`src/rtl/i2cs_pkg.sv`:
```
package i2cs_pkg;

  localparam int BYTE_W = 8;
  localparam int ADDR_W = 7;

  typedef enum logic [2:0] {
    ST_IDLE    = 3'd0,
    ST_SHIFT   = 3'd1,
    ST_STRETCH = 3'd2,
    ST_ACK_LO  = 3'd3,
    ST_ACK_HI  = 3'd4
  } rx_state_t;

  // Add one received bit to a partly assembled byte.
  function automatic logic [BYTE_W-1:0] shift_in(input logic [BYTE_W-1:0] cur,
                                                 input logic              bit_v,
                                                 input logic              lsb_first);
    if (lsb_first) return {bit_v, cur[BYTE_W-1:1]};
    else           return {cur[BYTE_W-2:0], bit_v};
  endfunction

  // The address byte hits when the upper bits equal own address and the direction bit is write.
  function automatic logic addr_hit(input logic [BYTE_W-1:0] frame,
                                    input logic [ADDR_W-1:0] own);
    return (frame[BYTE_W-1:1] == own) && (frame[0] == 1'b0);
  endfunction

endpackage

```
`src/rtl/i2cs_line_sync.sv`:
```
module i2cs_line_sync #(
  parameter int STAGES = 2,
  parameter int LINES  = 2
) (
  input  logic             clk,
  input  logic             rst_n,
  input  logic [LINES-1:0] raw,
  output logic [LINES-1:0] level,
  output logic [LINES-1:0] rise,
  output logic [LINES-1:0] fall
);

  for (genvar g = 0; g < LINES; g++) begin : g_line
    logic [STAGES-1:0] pipe;
    logic              last;

    always_ff @(posedge clk or negedge rst_n) begin
      if (!rst_n) begin
        pipe <= '1;
        last <= 1'b1;
      end else begin
        pipe <= {pipe[STAGES-2:0], raw[g]};
        last <= pipe[STAGES-1];
      end
    end

    assign level[g] = pipe[STAGES-1];
    assign rise[g]  = pipe[STAGES-1] & ~last;
    assign fall[g]  = ~pipe[STAGES-1] & last;
  end

endmodule

```
`src/rtl/i2cs_rx_buffer.sv`:
```
module i2cs_rx_buffer
  import i2cs_pkg::*;
(
  input  logic              clk,
  input  logic              rst_n,
  input  logic              load,
  input  logic [BYTE_W-1:0] load_byte,
  input  logic              rd_strobe,
  output logic              full,
  output logic [BYTE_W-1:0] data
);

  always_ff @(posedge clk or negedge rst_n) begin
    if (!rst_n) begin
      full <= 1'b0;
      data <= '0;
    end else if (load) begin
      full <= 1'b1;
      data <= load_byte;
    end else if (rd_strobe) begin
      full <= 1'b0;
    end
  end

  // a byte is never written over one the host has not read
  assert_load_only_when_empty_R7: assert property (@(posedge clk) disable iff (!rst_n)
    load |-> !full);

  // a read without a simultaneous load empties the register
  assert_read_clears_R6: assert property (@(posedge clk) disable iff (!rst_n)
    (rd_strobe && !load) |=> !full);

  // the flag only rises because a byte was delivered
  assert_flag_from_load_R2: assert property (@(posedge clk) disable iff (!rst_n)
    $rose(full) |-> $past(load));

endmodule

```
`src/rtl/i2cs_frame_fsm.sv`:
```
module i2cs_frame_fsm
  import i2cs_pkg::*;
(
  input  logic              clk,
  input  logic              rst_n,
  input  logic              enable,
  input  logic              lsb_first,
  input  logic              ack_level,
  input  logic [ADDR_W-1:0] own_addr,
  input  logic              scl_rise,
  input  logic              scl_fall,
  input  logic              sda_bit,
  input  logic              start_evt,
  input  logic              stop_evt,
  input  logic              buf_full,
  output logic              load,
  output logic [BYTE_W-1:0] load_byte,
  output logic              scl_hold,
  output logic              sda_hold
);

  localparam int CNT_W = $clog2(BYTE_W + 1);
  localparam logic [CNT_W-1:0] LAST_BIT = CNT_W'(BYTE_W);

  rx_state_t         st;
  logic [CNT_W-1:0]  bitcnt;
  logic [BYTE_W-1:0] shreg;
  logic              is_addr;
  logic              ack_cur;

  // Named internal events
  logic live;
  logic frame_end;
  logic accept;
  logic stretch_done;

  assign live         = enable & ~stop_evt & ~start_evt;
  assign frame_end    = live && (st == ST_SHIFT) && scl_fall && (bitcnt == LAST_BIT);
  assign accept       = frame_end && (!is_addr || addr_hit(shreg, own_addr));
  assign stretch_done = live && (st == ST_STRETCH) && !buf_full;

  assign load      = (accept && !buf_full) || stretch_done;
  assign load_byte = shreg;
  assign scl_hold  = (st == ST_STRETCH);
  assign sda_hold  = ((st == ST_STRETCH) || (st == ST_ACK_LO) || (st == ST_ACK_HI)) && !ack_cur;

  always_ff @(posedge clk or negedge rst_n) begin
    if (!rst_n) begin
      st      <= ST_IDLE;
      bitcnt  <= '0;
      shreg   <= '0;
      is_addr <= 1'b0;
      ack_cur <= 1'b0;
    end else if (!enable || stop_evt) begin
      st     <= ST_IDLE;
      bitcnt <= '0;
    end else if (start_evt) begin
      st      <= ST_SHIFT;
      bitcnt  <= '0;
      is_addr <= 1'b1;
    end else begin
      unique case (st)
        ST_SHIFT: begin
          if (scl_rise && bitcnt != LAST_BIT) begin
            shreg  <= shift_in(shreg, sda_bit, lsb_first & ~is_addr);
            bitcnt <= bitcnt + 1'b1;
            if (bitcnt == '0) ack_cur <= ack_level;
          end else if (frame_end) begin
            bitcnt <= '0;
            if (!accept)       st <= ST_IDLE;
            else if (buf_full) st <= ST_STRETCH;
            else               st <= ST_ACK_LO;
          end
        end
        ST_STRETCH: if (!buf_full) st <= ST_ACK_LO;
        ST_ACK_LO:  if (scl_rise)  st <= ST_ACK_HI;
        ST_ACK_HI: begin
          if (scl_fall) begin
            st      <= ST_SHIFT;
            is_addr <= 1'b0;
            bitcnt  <= '0;
          end
        end
        default: st <= ST_IDLE;
      endcase
    end
  end

  // a stretch only starts while an unread byte is waiting
  assert_stretch_needs_full_R7: assert property (@(posedge clk) disable iff (!rst_n)
    $rose(scl_hold) |-> buf_full);

  // once the host has read, SCL is let go on the next cycle
  assert_stretch_ends_after_read_R7: assert property (@(posedge clk) disable iff (!rst_n)
    (scl_hold && !buf_full && enable) |=> !scl_hold);

  // disabling the engine frees both lines
  assert_disable_releases_R10: assert property (@(posedge clk) disable iff (!rst_n)
    !enable |=> (!scl_hold && !sda_hold));

  // the acknowledge level cannot change while it is on the bus
  assert_ack_frozen_R8: assert property (@(posedge clk) disable iff (!rst_n)
    ((st == ST_ACK_HI) && $past(st == ST_ACK_HI)) |-> $stable(sda_hold));

endmodule

```
`src/rtl/i2c_slave_rx.sv`:
```
module i2c_slave_rx
  import i2cs_pkg::*;
#(
  parameter int SYNC_STAGES = 2
) (
  input  logic              clk,
  input  logic              rst_n,
  input  logic              enable,
  input  logic              lsb_first,
  input  logic              ack_level,
  input  logic [ADDR_W-1:0] own_addr,
  input  logic              rd_strobe,
  input  logic              scl_i,
  input  logic              sda_i,
  output logic              scl_drive_low,
  output logic              sda_drive_low,
  output logic              rx_ready,
  output logic [BYTE_W-1:0] rx_data
);

  localparam int IDX_SCL = 0;
  localparam int IDX_SDA = 1;

  logic [1:0] lvl, rise, fall;
  logic       start_evt, stop_evt;
  logic       load;
  logic [BYTE_W-1:0] load_byte;
  logic       scl_hold, sda_hold;

  i2cs_line_sync #(.STAGES(SYNC_STAGES), .LINES(2)) u_sync (
    .clk   (clk),
    .rst_n (rst_n),
    .raw   ({sda_i, scl_i}),
    .level (lvl),
    .rise  (rise),
    .fall  (fall)
  );

  assign start_evt = fall[IDX_SDA] & lvl[IDX_SCL];
  assign stop_evt  = rise[IDX_SDA] & lvl[IDX_SCL];

  i2cs_frame_fsm u_fsm (
    .clk       (clk),
    .rst_n     (rst_n),
    .enable    (enable),
    .lsb_first (lsb_first),
    .ack_level (ack_level),
    .own_addr  (own_addr),
    .scl_rise  (rise[IDX_SCL]),
    .scl_fall  (fall[IDX_SCL]),
    .sda_bit   (lvl[IDX_SDA]),
    .start_evt (start_evt),
    .stop_evt  (stop_evt),
    .buf_full  (rx_ready),
    .load      (load),
    .load_byte (load_byte),
    .scl_hold  (scl_hold),
    .sda_hold  (sda_hold)
  );

  i2cs_rx_buffer u_buf (
    .clk       (clk),
    .rst_n     (rst_n),
    .load      (load),
    .load_byte (load_byte),
    .rd_strobe (rd_strobe),
    .full      (rx_ready),
    .data      (rx_data)
  );

  assign scl_drive_low = scl_hold;
  assign sda_drive_low = sda_hold;

  // nothing is delivered while the engine is off
  assert_no_load_disabled_R10: assert property (@(posedge clk) disable iff (!rst_n)
    load |-> enable);

endmodule

```
`config.mk`:
```
export PLATFORM = sky130hd
export DESIGN_NAME = i2c_slave_rx
export DESIGN_NICKNAME = d
export VERILOG_FILES = /design/src/rtl/i2cs_pkg.sv /design/src/rtl/i2cs_line_sync.sv /design/src/rtl/i2cs_rx_buffer.sv /design/src/rtl/i2cs_frame_fsm.sv /design/src/rtl/i2c_slave_rx.sv
export SDC_FILE = /design/constraint.sdc
export NUM_CORES = 1
export LEC_CHECK = 0
export CORE_ASPECT_RATIO = 0.75
export CORE_MARGIN = 2
export CORE_UTILIZATION = 42
export DETAILED_ROUTE_END_ITERATION = 10
export SYNTH_ARGS = -nofsm -noshare
export SYNTH_HDL_FRONTEND = slang
export SYNTH_HIERARCHICAL = 1
export SYNTH_SLANG_ARGS = --single-unit
```
`constraint.sdc`:
```
create_clock -name clk -period 6.13 [get_ports clk]
set_input_delay 1.5325 -clock clk [delete_from_list [all_inputs] [get_ports clk]]
set_output_delay 1.5325 -clock clk [all_outputs]
set_load 0.02 [all_outputs]
```
==> flow_summary.yaml, run 1 <==
outcome:
  status: "finished, final reports clean"
final_layout:
  postLayoutCellArea_mm2: 0.00215
  drive_above_1_share: 0.310
  area_growth_pct: 21.4
  fin_cells: 223
  fillCellCount: 367
  final_nets: 184
  diodes: 0
sta:
  tns_ns: 0
  skew_ns: 0.00317
  finalCritPeriodShare: 0.648
  slew_viol_final: 0
  slew_headroom: 0.145
  grt_setup_unrepaired: "false"
  period_needed_ns: 3.97
  hold_viol: 0
  finalSetupViolations: 0
  tightest_slew_ns: 1.28
  fmax_mhz: 252
setup_path:
  crit_family: "compound AO/OA/AOI/OAI gates"
  path_cells: "clkdlybuf4s50_1, nor3b_4, nand2_1, or3_1, o22ai_1, mux2_4"
  start_kind: "primary input"
  worstSetupPathType: "in -> reg"
  worstPathMaxFanout: 9
  crit_required_ns: 6.30
  reg2reg_depth: 7
  crit_buf_inv: 1
  critPathArrivalTime_ns: 4.14
  slowest_stage: "o22ai_1"
  endpoint_kind: "flip-flop"
  crit_cells: 6
  slowest_delay_ns: 0.97
logic_synthesis:
  synthesis.area_mm2: 0.00177
  avgSynthCellArea_um2: 12.8
  synth_compound_area_frac: 0.0622
  synth_top_area_share: 0.368
  yosysTopAreaCell: "dfrtp_1"
  synthAdderAreaFrac: 0.0141
  syn_nets: 155
  synthMuxAreaShare: 0.208
  synth_xor_area_frac: 0.0347
  ys_ff_latch: 32
  yosys.area_share.simple: 0.197
  syn_inst: 138
  ys_types: 42
  synth_top_family_by_area: "multiplexers"
  ys_seq_area_frac: 0.457
  ys.flop_type: "dfrtp_1"
  yosysMostFrequentCell: "dfrtp_1"
  synthTopCellsByArea: "dfrtp_1 37%, mux2_4 14%, dfstp_2 8.9%"
  synthArstFlopShare: 1.00
  yosys_warnings: 6
  synth_edf_count: 0
  synth_common_cells: "26 x dfrtp_1, 17 x mux2_4, 10 x mux2_2"
drt:
  met2_length_um: 1440
  drt-met1-wl_um: 1720
  dr_wl_met3_um: 118
  maxUsedRoutingLayer: "met4"
  first_pass_iters: 4
  finalWirelength_um: 3300
  ant_nets: 0
  via_per_inst: 5.10
  drt_iter0_drc: 70
  drc_errors: 0
  vias: 1138
  avgRoutedWirePerCell_um: 14.8
die:
  die_y_um: 60.2
  dieArea_mm2: 0.00475
  fp-row-count: 20
  ios: 26
  die_w_um: 78.9
  core-area_mm2: 0.00405
  start_util: 0.436
clock_tree:
  cts_resized: 0
  root_buffer: "clkbuf_8"
  cts_max_level: 2
  cts_made_buffers: 5
  cts_setup_buffers: 0
  cts_tree: "yes"
  clk_pin_slew_ns: 0.06
  clockBufferDepth: 2
  hold_buffers: 0
  clkSinkCount: 32
  insertion_delay_ns: 0.28
place:
  dp_hpwl_um: 2390
  gp_congestion: 0.776
  dpl-instance-area_mm2: 0.00207
  dp.cells: 215
  port_buffers: 25
grt:
  grt_overflow: 0
  grtUsageTotal: 0.160
  grt_max_degree: 33
  grt_pass1_vias: 1130
  grt_pass1_wl_um: 5630
  antenna_found_initial: 0
run:
  max_cap_viol_count: 0
power_and_ir_drop:
  p_per_area_mw_per_mm2: 192
  vdd_drop_max_v: 0.000131
  power.total_w: 0.000413
  p_leak_nw: 0.961
hold_path:
  hold_depth: 0
  min_path_type: "reg -> reg"
## where the power goes
group | leakage [nW] | internal [W] | switching, W
Combinational | 0.499 | 0.0000203 | 0.0000164
Clock | 0.0422 | 0.0000795 | 0.0000745
Sequential | 0.420 | 0.000218 | 0.00000458
Total | 0.961 | 0.000318 | 0.0000955
## metrics by stage
step / util / hold WS (ns) / worst slack, ns
after global placement: 0.510 / 0.346 / 1.90
after CTS: 0.530 / 0.356 / 2.14
after global routing: 0.530 / 0.362 / 1.97
after detailed placement: 0.510 / 0.347 / 1.83
final: 0.530 / 0.356 / 2.16
after floorplan: - / 0.345 / 3.15
## registers in the layout (all words and copies together) (netlist names)
| name | cells |
|---|---|
| u_buf/data | 8 |
| u_fsm/load_byte | 8 |
| u_fsm/bitcnt | 4 |
| u_sync/g_line.pipe | 4 |
| u_fsm/st | 3 |
| u_sync/g_line.last | 2 |
| u_buf/full | 1 |
| u_fsm/ack_cur | 1 |
| u_fsm/is_addr | 1 |
## metal layers
layer,global-route usage,vias up
met3,0.0604,2
met5,0,-
met2,0.232,19
met1,0.227,566
met4,0.0369,0
li1,-,551
## path summary, 6_finish.rpt
kind	startpoint	endpoint	slack, ns
min reg2reg	u_sync/g_line[1].pipe[0]	u_sync/g_line[1].pipe[1]	0.36
min	u_sync/g_line[1].pipe[0]	u_sync/g_line[1].pipe[1]	0.36
max reg2reg	u_sync/g_line[1].pipe[1]	u_buf/data[4]	2.88
min in group asynchronous	rst_n	u_fsm/load_byte[3]	1.65
max	enable	u_buf/data[4]	2.16
max in group asynchronous	rst_n	u_sync/g_line[0].pipe[0]	4.15
## layout make-up
class / instances / area (µm²) / area share
inverters: 5 / 18.8 / 0.00874
repair buffers: 26 / 258 / 0.120
clock inverters: 1 / 5.00 / 0.00233
well taps: 55 / 68.8 / 0.0321
flip-flops and latches: 32 / 808 / 0.376
clock buffers: 7 / 76.3 / 0.0355
multi-input cells: 97 / 912 / 0.425
## cell usage in the layout (no fill, tap or decap), types with 5 or more instances in the layout
cell and n:
clkdlybuf4s50_1 25, clkbuf_8 5, mux2_4 17, dfstp_2 6, dfrtp_1 26, xor2_1 7, nand2_1 6, nor2_1 6
mux2_2 10, inv_1 5
## worst reg2reg max path: cells and delay by family (launching register included)
family	cells	cell delay, ns
muxes	1	0.36
DFF	1	0.55
and+or+nand+nor	5	1.26
AOI/OAI and AO/OA	1	0.97
## logic make-up (layout without fill, tap and decap cells)
logic type / Yosys count / after routing
and+or+nand+nor: 46 / 46
DFF: 32 / 32
muxes: 27 / 27
AOI/OAI and AO/OA: 15 / 15
buffers and inverters: 9 / 39
xor gates and xnor gates: 7 / 7
adders and majority gates: 2 / 2
No activity file was read; power rests on OpenSTA's default activity.
==> run 2: changes to the inputs <==
- clock period: 6.13 -> 3.7 ns (I/O delays scaled with it)
==> flow_summary.yaml, run 2 (synthesized netlist as in run 1, its figures left out) <==
drt:
  avgRoutedWirePerCell_um: 14.0
  first_pass_iters: 2
  vias: 1117
  finalWirelength_um: 3140
  drc_errors: 0
  drt_iter0_drc: 42
  ant_nets: 0
  via_per_inst: 4.99
final_layout:
  diodes: 0
  multiInputGateArea_um2: 912
  final_nets: 185
  seq_area_um2: 808
  fillCellCount: 345
  drive_above_1_share: 0.325
  final_util: 0.533
  layout_commonest_cell: "dfrtp_1"
  layout_common_cells: "26 x dfrtp_1, 25 x clkdlybuf4s50_1, 17 x mux2_4, 10 x mux2_2, 7 x xor2_1"
  area_growth_pct: 22.1
sta:
  finalSetupViolations: 0
  tightest_slew_ns: 0.680
  skew_ns: 0.00276
  period_needed_ns: 2.91
  grt_setup_unrepaired: "false"
  slew_viol_final: 0
  fmax_mhz: 344
  hold_viol: 0
  slew_headroom: 0.545
  tns_ns: 0
  finalCritPeriodShare: 0.786
die:
  ios: 26
  start_util: 0.436
  core-area_mm2: 0.00405
  dieArea_mm2: 0.00475
  die_y_um: 60.2
  fp-row-count: 20
  die_w_um: 78.9
setup_path:
  worstPathMaxFanout: 6
  slowest_delay_ns: 0.61
  worstSetupPathType: "reg -> out"
  reg2reg_depth: 8
  r2r-end: "u_buf/data[5]"
  critPathArrivalTime_ns: 1.98
  start_kind: "flip-flop"
  slowest_stage: "clkdlybuf4s50_1"
  endpoint_kind: "primary output"
  crit_required_ns: 2.77
  rrSetupSlack_ns: 1.09
  rr_startpoint: "u_sync/g_line[1].pipe[1]"
  path_cells: "or3b_1, a21oi_1, clkdlybuf4s50_1"
power_and_ir_drop:
  vdd_drop_max_v: 0.000200
  p_per_area_mw_per_mm2: 320
  p_leak_nw: 0.973
grt:
  grt_overflow: 0
  grt_pass1_wl_um: 5440
  antenna_found_initial: 0
  grt_max_degree: 33
  grtUsageTotal: 0.154
  grt_pass1_vias: 1146
hold_path:
  min_from: "u_sync/g_line[1].pipe[0]"
  worstHoldEndpoint: "u_sync/g_line[1].pipe[1]"
  hold_depth: 0
  min_path_type: "reg -> reg"
clock_tree:
  hold_buffers: 0
  cts_tree: "yes"
  cts_resized: 0
  insertion_delay_ns: 0.28
  root_buffer: "clkbuf_8"
  clkSinkCount: 32
  cts_max_level: 2
  cts_setup_buffers: 0
  clockBufferDepth: 2
  clk_pin_slew_ns: 0.07
  cts_made_buffers: 5
place:
  port_buffers: 25
  dp_hpwl_um: 2300
  gp_congestion: 0.750
outcome:
  status: "finished, final reports clean"
run:
  max_cap_viol_count: 0
==> run 2: cell count changes in the layout (fill, tap and decap cells not counted) <==
cell,before,now
clkinv_4,0,1
buf_4,1,2
clkbuf_1,2,0
clkinv_2,1,2
==> run 2: power breakdown <==
| group | internal (W) | switching, W |
|---|---|---|
| combinational | 0.0000337 | 0.0000266 |
| sequential | 0.000360 | 0.00000723 |
| clock | 0.000131 | 0.000132 |
==> run 2: worst max-delay path: cells and delay by family (launching register included) <==
family                 cells  cell delay (ns)
buffers and inverters      1             0.61
AO/OA/AOI/OAI              1             0.17
flip-flops                 1             0.46
AND/OR/NAND/NOR            1             0.47
==> run 2: worst max path at each step <==
stage | end | slack (ns) | startpoint
global placement | u_buf/data[6] | 0.70 | enable
floorplan | u_buf/data[0] | 1.28 | u_sync/g_line[1].pipe[1]
CTS | sda_drive_low | 0.77 | u_fsm/st[1]
global route | sda_drive_low | 0.72 | u_fsm/st[1]
finish | sda_drive_low | 0.79 | u_fsm/st[1]
detailed placement | u_buf/data[3] | 0.68 | enable
==> run 2: layout make-up <==
class,instances,area share
clock buffers,5,0.0318
multi-input cells,97,0.422
well taps,55,0.0318
repair buffers,27,0.123
flip-flops and latches,32,0.374
inverters,5,0.00869
clock inverters,3,0.00869
==> run 2: routing by layer <==
| metal | vias to the layer above | GRT usage | wire [µm] |
|---|---|---|---|
| met3 | 5 | 0.0453 | 97 |
| met5 | - | 0 | 0 |
| met1 | 541 | 0.211 | 1610 |
| met4 | 0 | 0.0591 | 35 |
| li1 | 556 | - | - |
| met2 | 15 | 0.231 | 1390 |
==> run 2: metrics by stage <==
| stage | instance area (µm²) | hold WS (ns) | worst slack, ns | power (W) | instances |
|---|---|---|---|---|---|
| 3_3_place_gp | 2070 | 0.346 | 0.696 | 0.000435 | 216 |
| 2_1_floorplan | 1770 | 0.345 | 1.28 | 0.000407 | 138 |
| 4_1_cts | 2160 | 0.357 | 0.769 | 0.000701 | 224 |
| 6_report | 2160 | 0.357 | 0.790 | 0.000691 | 224 |
| 5_1_grt | 2160 | 0.360 | 0.721 | 0.000727 | 224 |
| 3_5_place_dp | 2070 | 0.347 | 0.685 | 0.000436 | 216 |
==> run 3: changes to the inputs <==
- PLACE_DENSITY: unset -> 0.67
- clock period: 3.7 -> 2.5 ns (I/O delays scaled with it)
==> flow_summary.yaml, run 3 (synthesized netlist as in run 1, its figures left out) <==
power_and_ir_drop:
  p_leak_nw: 1.03
  p_int_w: 0.000940
  vdd_drop_max_v: 0.000332
  power.total_w: 0.00118
  pwr-share-clk: 0.458
  pwr-share-seq: 0.459
  swShare: 0.207
  netSwitchingPower_w: 0.000245
  p_comb_frac: 0.083
  p_per_area_mw_per_mm2: 526
drt:
  first_pass_iters: 4
  avgRoutedWirePerCell_um: 15.4
  drc_errors: 0
  finalWirelength_um: 3540
  ant_nets: 0
  via_per_inst: 5.17
  drt_iter0_drc: 77
  vias: 1189
clock_tree:
  cts_max_level: 2
  hold_buffers: 0
  cts_tree: "yes"
  clockBufferDepth: 2
  clkSinkCount: 32
  cts_made_buffers: 5
  root_buffer: "clkbuf_8"
  insertion_delay_ns: 0.28
  clk_pin_slew_ns: 0.07
grt:
  antenna_found_initial: 0
  grtUsageTotal: 0.172
  grt_overflow: 0
  grt_pass1_vias: 1228
  grt_max_degree: 33
  grt_pass1_wl_um: 5980
sta:
  timing.hold.ws_ns: 0.357
  slew_headroom: 0.695
  tightest_slew_ns: 0.456
  postLayoutSetupSlackWorst_ns: 0.0685
  finalCritPeriodShare: 0.973
  grt_setup_unrepaired: "true"
  fmax_mhz: 411
  hold_viol: 0
  finalSetupViolations: 0
  period_needed_ns: 2.43
  slew_viol_final: 0
  skew_ns: 0.00359
outcome:
  status: "finished, final reports clean"
final_layout:
  area_growth_pct: 27.4
  final_nets: 191
  layout_common_cells: "26 x dfrtp_1, 24 x clkdlybuf4s50_1, 17 x mux2_4, 10 x mux2_2"
  layout_commonest_cell: "dfrtp_1"
  fin_cells: 230
  diodes: 0
  drive_above_1_share: 0.360
setup_path:
  start_kind: "flip-flop"
  crit_family: "simple AND/OR/NAND/NOR gates"
  endpoint_kind: "flip-flop"
  crit_buf_inv: 1
  slowest_stage: "dfstp_2"
  rr_startpoint: "u_sync/g_line[1].pipe[1]"
  worstPathMaxFanout: 5
  crit_path_start: "u_sync/g_line[1].pipe[1]"
  critPathArrivalTime_ns: 2.60
  crit_required_ns: 2.67
  path_cells: "and2b_2, and2_2, nor3b_4, nand2_1, or3_1, o22ai_2, buf_4, mux2_4"
  slowest_delay_ns: 0.57
  worstSetupPathType: "reg -> reg"
die:
  die_w_um: 78.9
  fp-row-count: 20
  start_util: 0.436
  dieArea_mm2: 0.00475
  core-area_mm2: 0.00405
  die_y_um: 60.2
  ios: 26
hold_path:
  min_path_type: "reg -> reg"
  min_from: "u_sync/g_line[0].pipe[0]"
place:
  dp.cells: 221
  dp_hpwl_um: 2580
  gp_congestion: 0.815
  preCtsSetupSlack_ns: -0.0963
  port_buffers: 25
run:
  max_cap_viol_count: 0
-- run 3: cell count changes in the layout (fill, tap and decap cells not counted) --
cell             change
buf_6                +1
dlygate4sd2_1        +1
bufinv_16            +1
o22ai_2              +1
and2_2               +1
buf_4                +5
clkinv_4             -1
clkdlybuf4s50_1      -1
clkinv_2             -2
and2_1               -1
clkbuf_8             +2
o22ai_1              -1
-- run 3: per-layer routing --
| layer | track usage | vias to the layer above | wire length (µm) |
|---|---|---|---|
| met4 | 0.0739 | 0 | 71 |
| met5 | 0 | - | 0 |
| li1 | - | 566 | - |
| met3 | 0.0498 | 8 | 103 |
| met2 | 0.271 | 20 | 1680 |
| met1 | 0.225 | 595 | 1690 |
-- run 3: final timing paths --
kind	depth (start not counted)	slack [ns]	end
worst min-delay path	0	0.36	u_sync/g_line[0].pipe[1]
worst max register to register	8	0.07	u_buf/data[3]
worst max-delay path	8	0.07	u_buf/data[3]
min in group asynchronous	2	0.73	u_fsm/load_byte[6]
worst min register to register	0	0.36	u_sync/g_line[0].pipe[1]
max in group asynchronous	2	1.45	u_sync/g_line[0].last
-- run 3: power by group through the flow --
stage                     registers, W  clock network, W  logic [W]
after floorplan               0.000550                 0  0.0000519
after global placement        0.000553                 0  0.0000953
after detailed placement      0.000554                 0  0.0000977
after CTS                     0.000544          0.000559  0.0000981
after global routing          0.000546          0.000587   0.000107
final                         0.000544          0.000543  0.0000980
-- run 3: layout make-up --
type | count | area [µm²]
Clock buffer | 7 | 96.3
Clock inverter | 1 | 30.0
Fill cell | 352 | 1800
Inverter | 5 | 18.8
Multi-Input combinational cell | 97 | 920
Sequential cell | 32 | 808
Tap cell | 55 | 68.8
Timing Repair Buffer | 33 | 313
-- run 3: repair_timing --
action                                  in CTS  in global routing
resized for setup                            1                  4
gates cloned                                 0                  1
endpoints found under the setup margin       1                  8
setup buffers                                0                  0
-- run 3: through the flow --
stage | TNS, ns | instance area (µm²) | utilization
2_1_floorplan | 0 | 1770 | -
3_3_place_gp | -0.187 | 2110 | 0.521
3_5_place_dp | -0.719 | 2110 | 0.521
4_1_cts | 0 | 2240 | 0.552
5_1_grt | -0.0562 | 2250 | 0.556
6_report | 0 | 2250 | 0.556
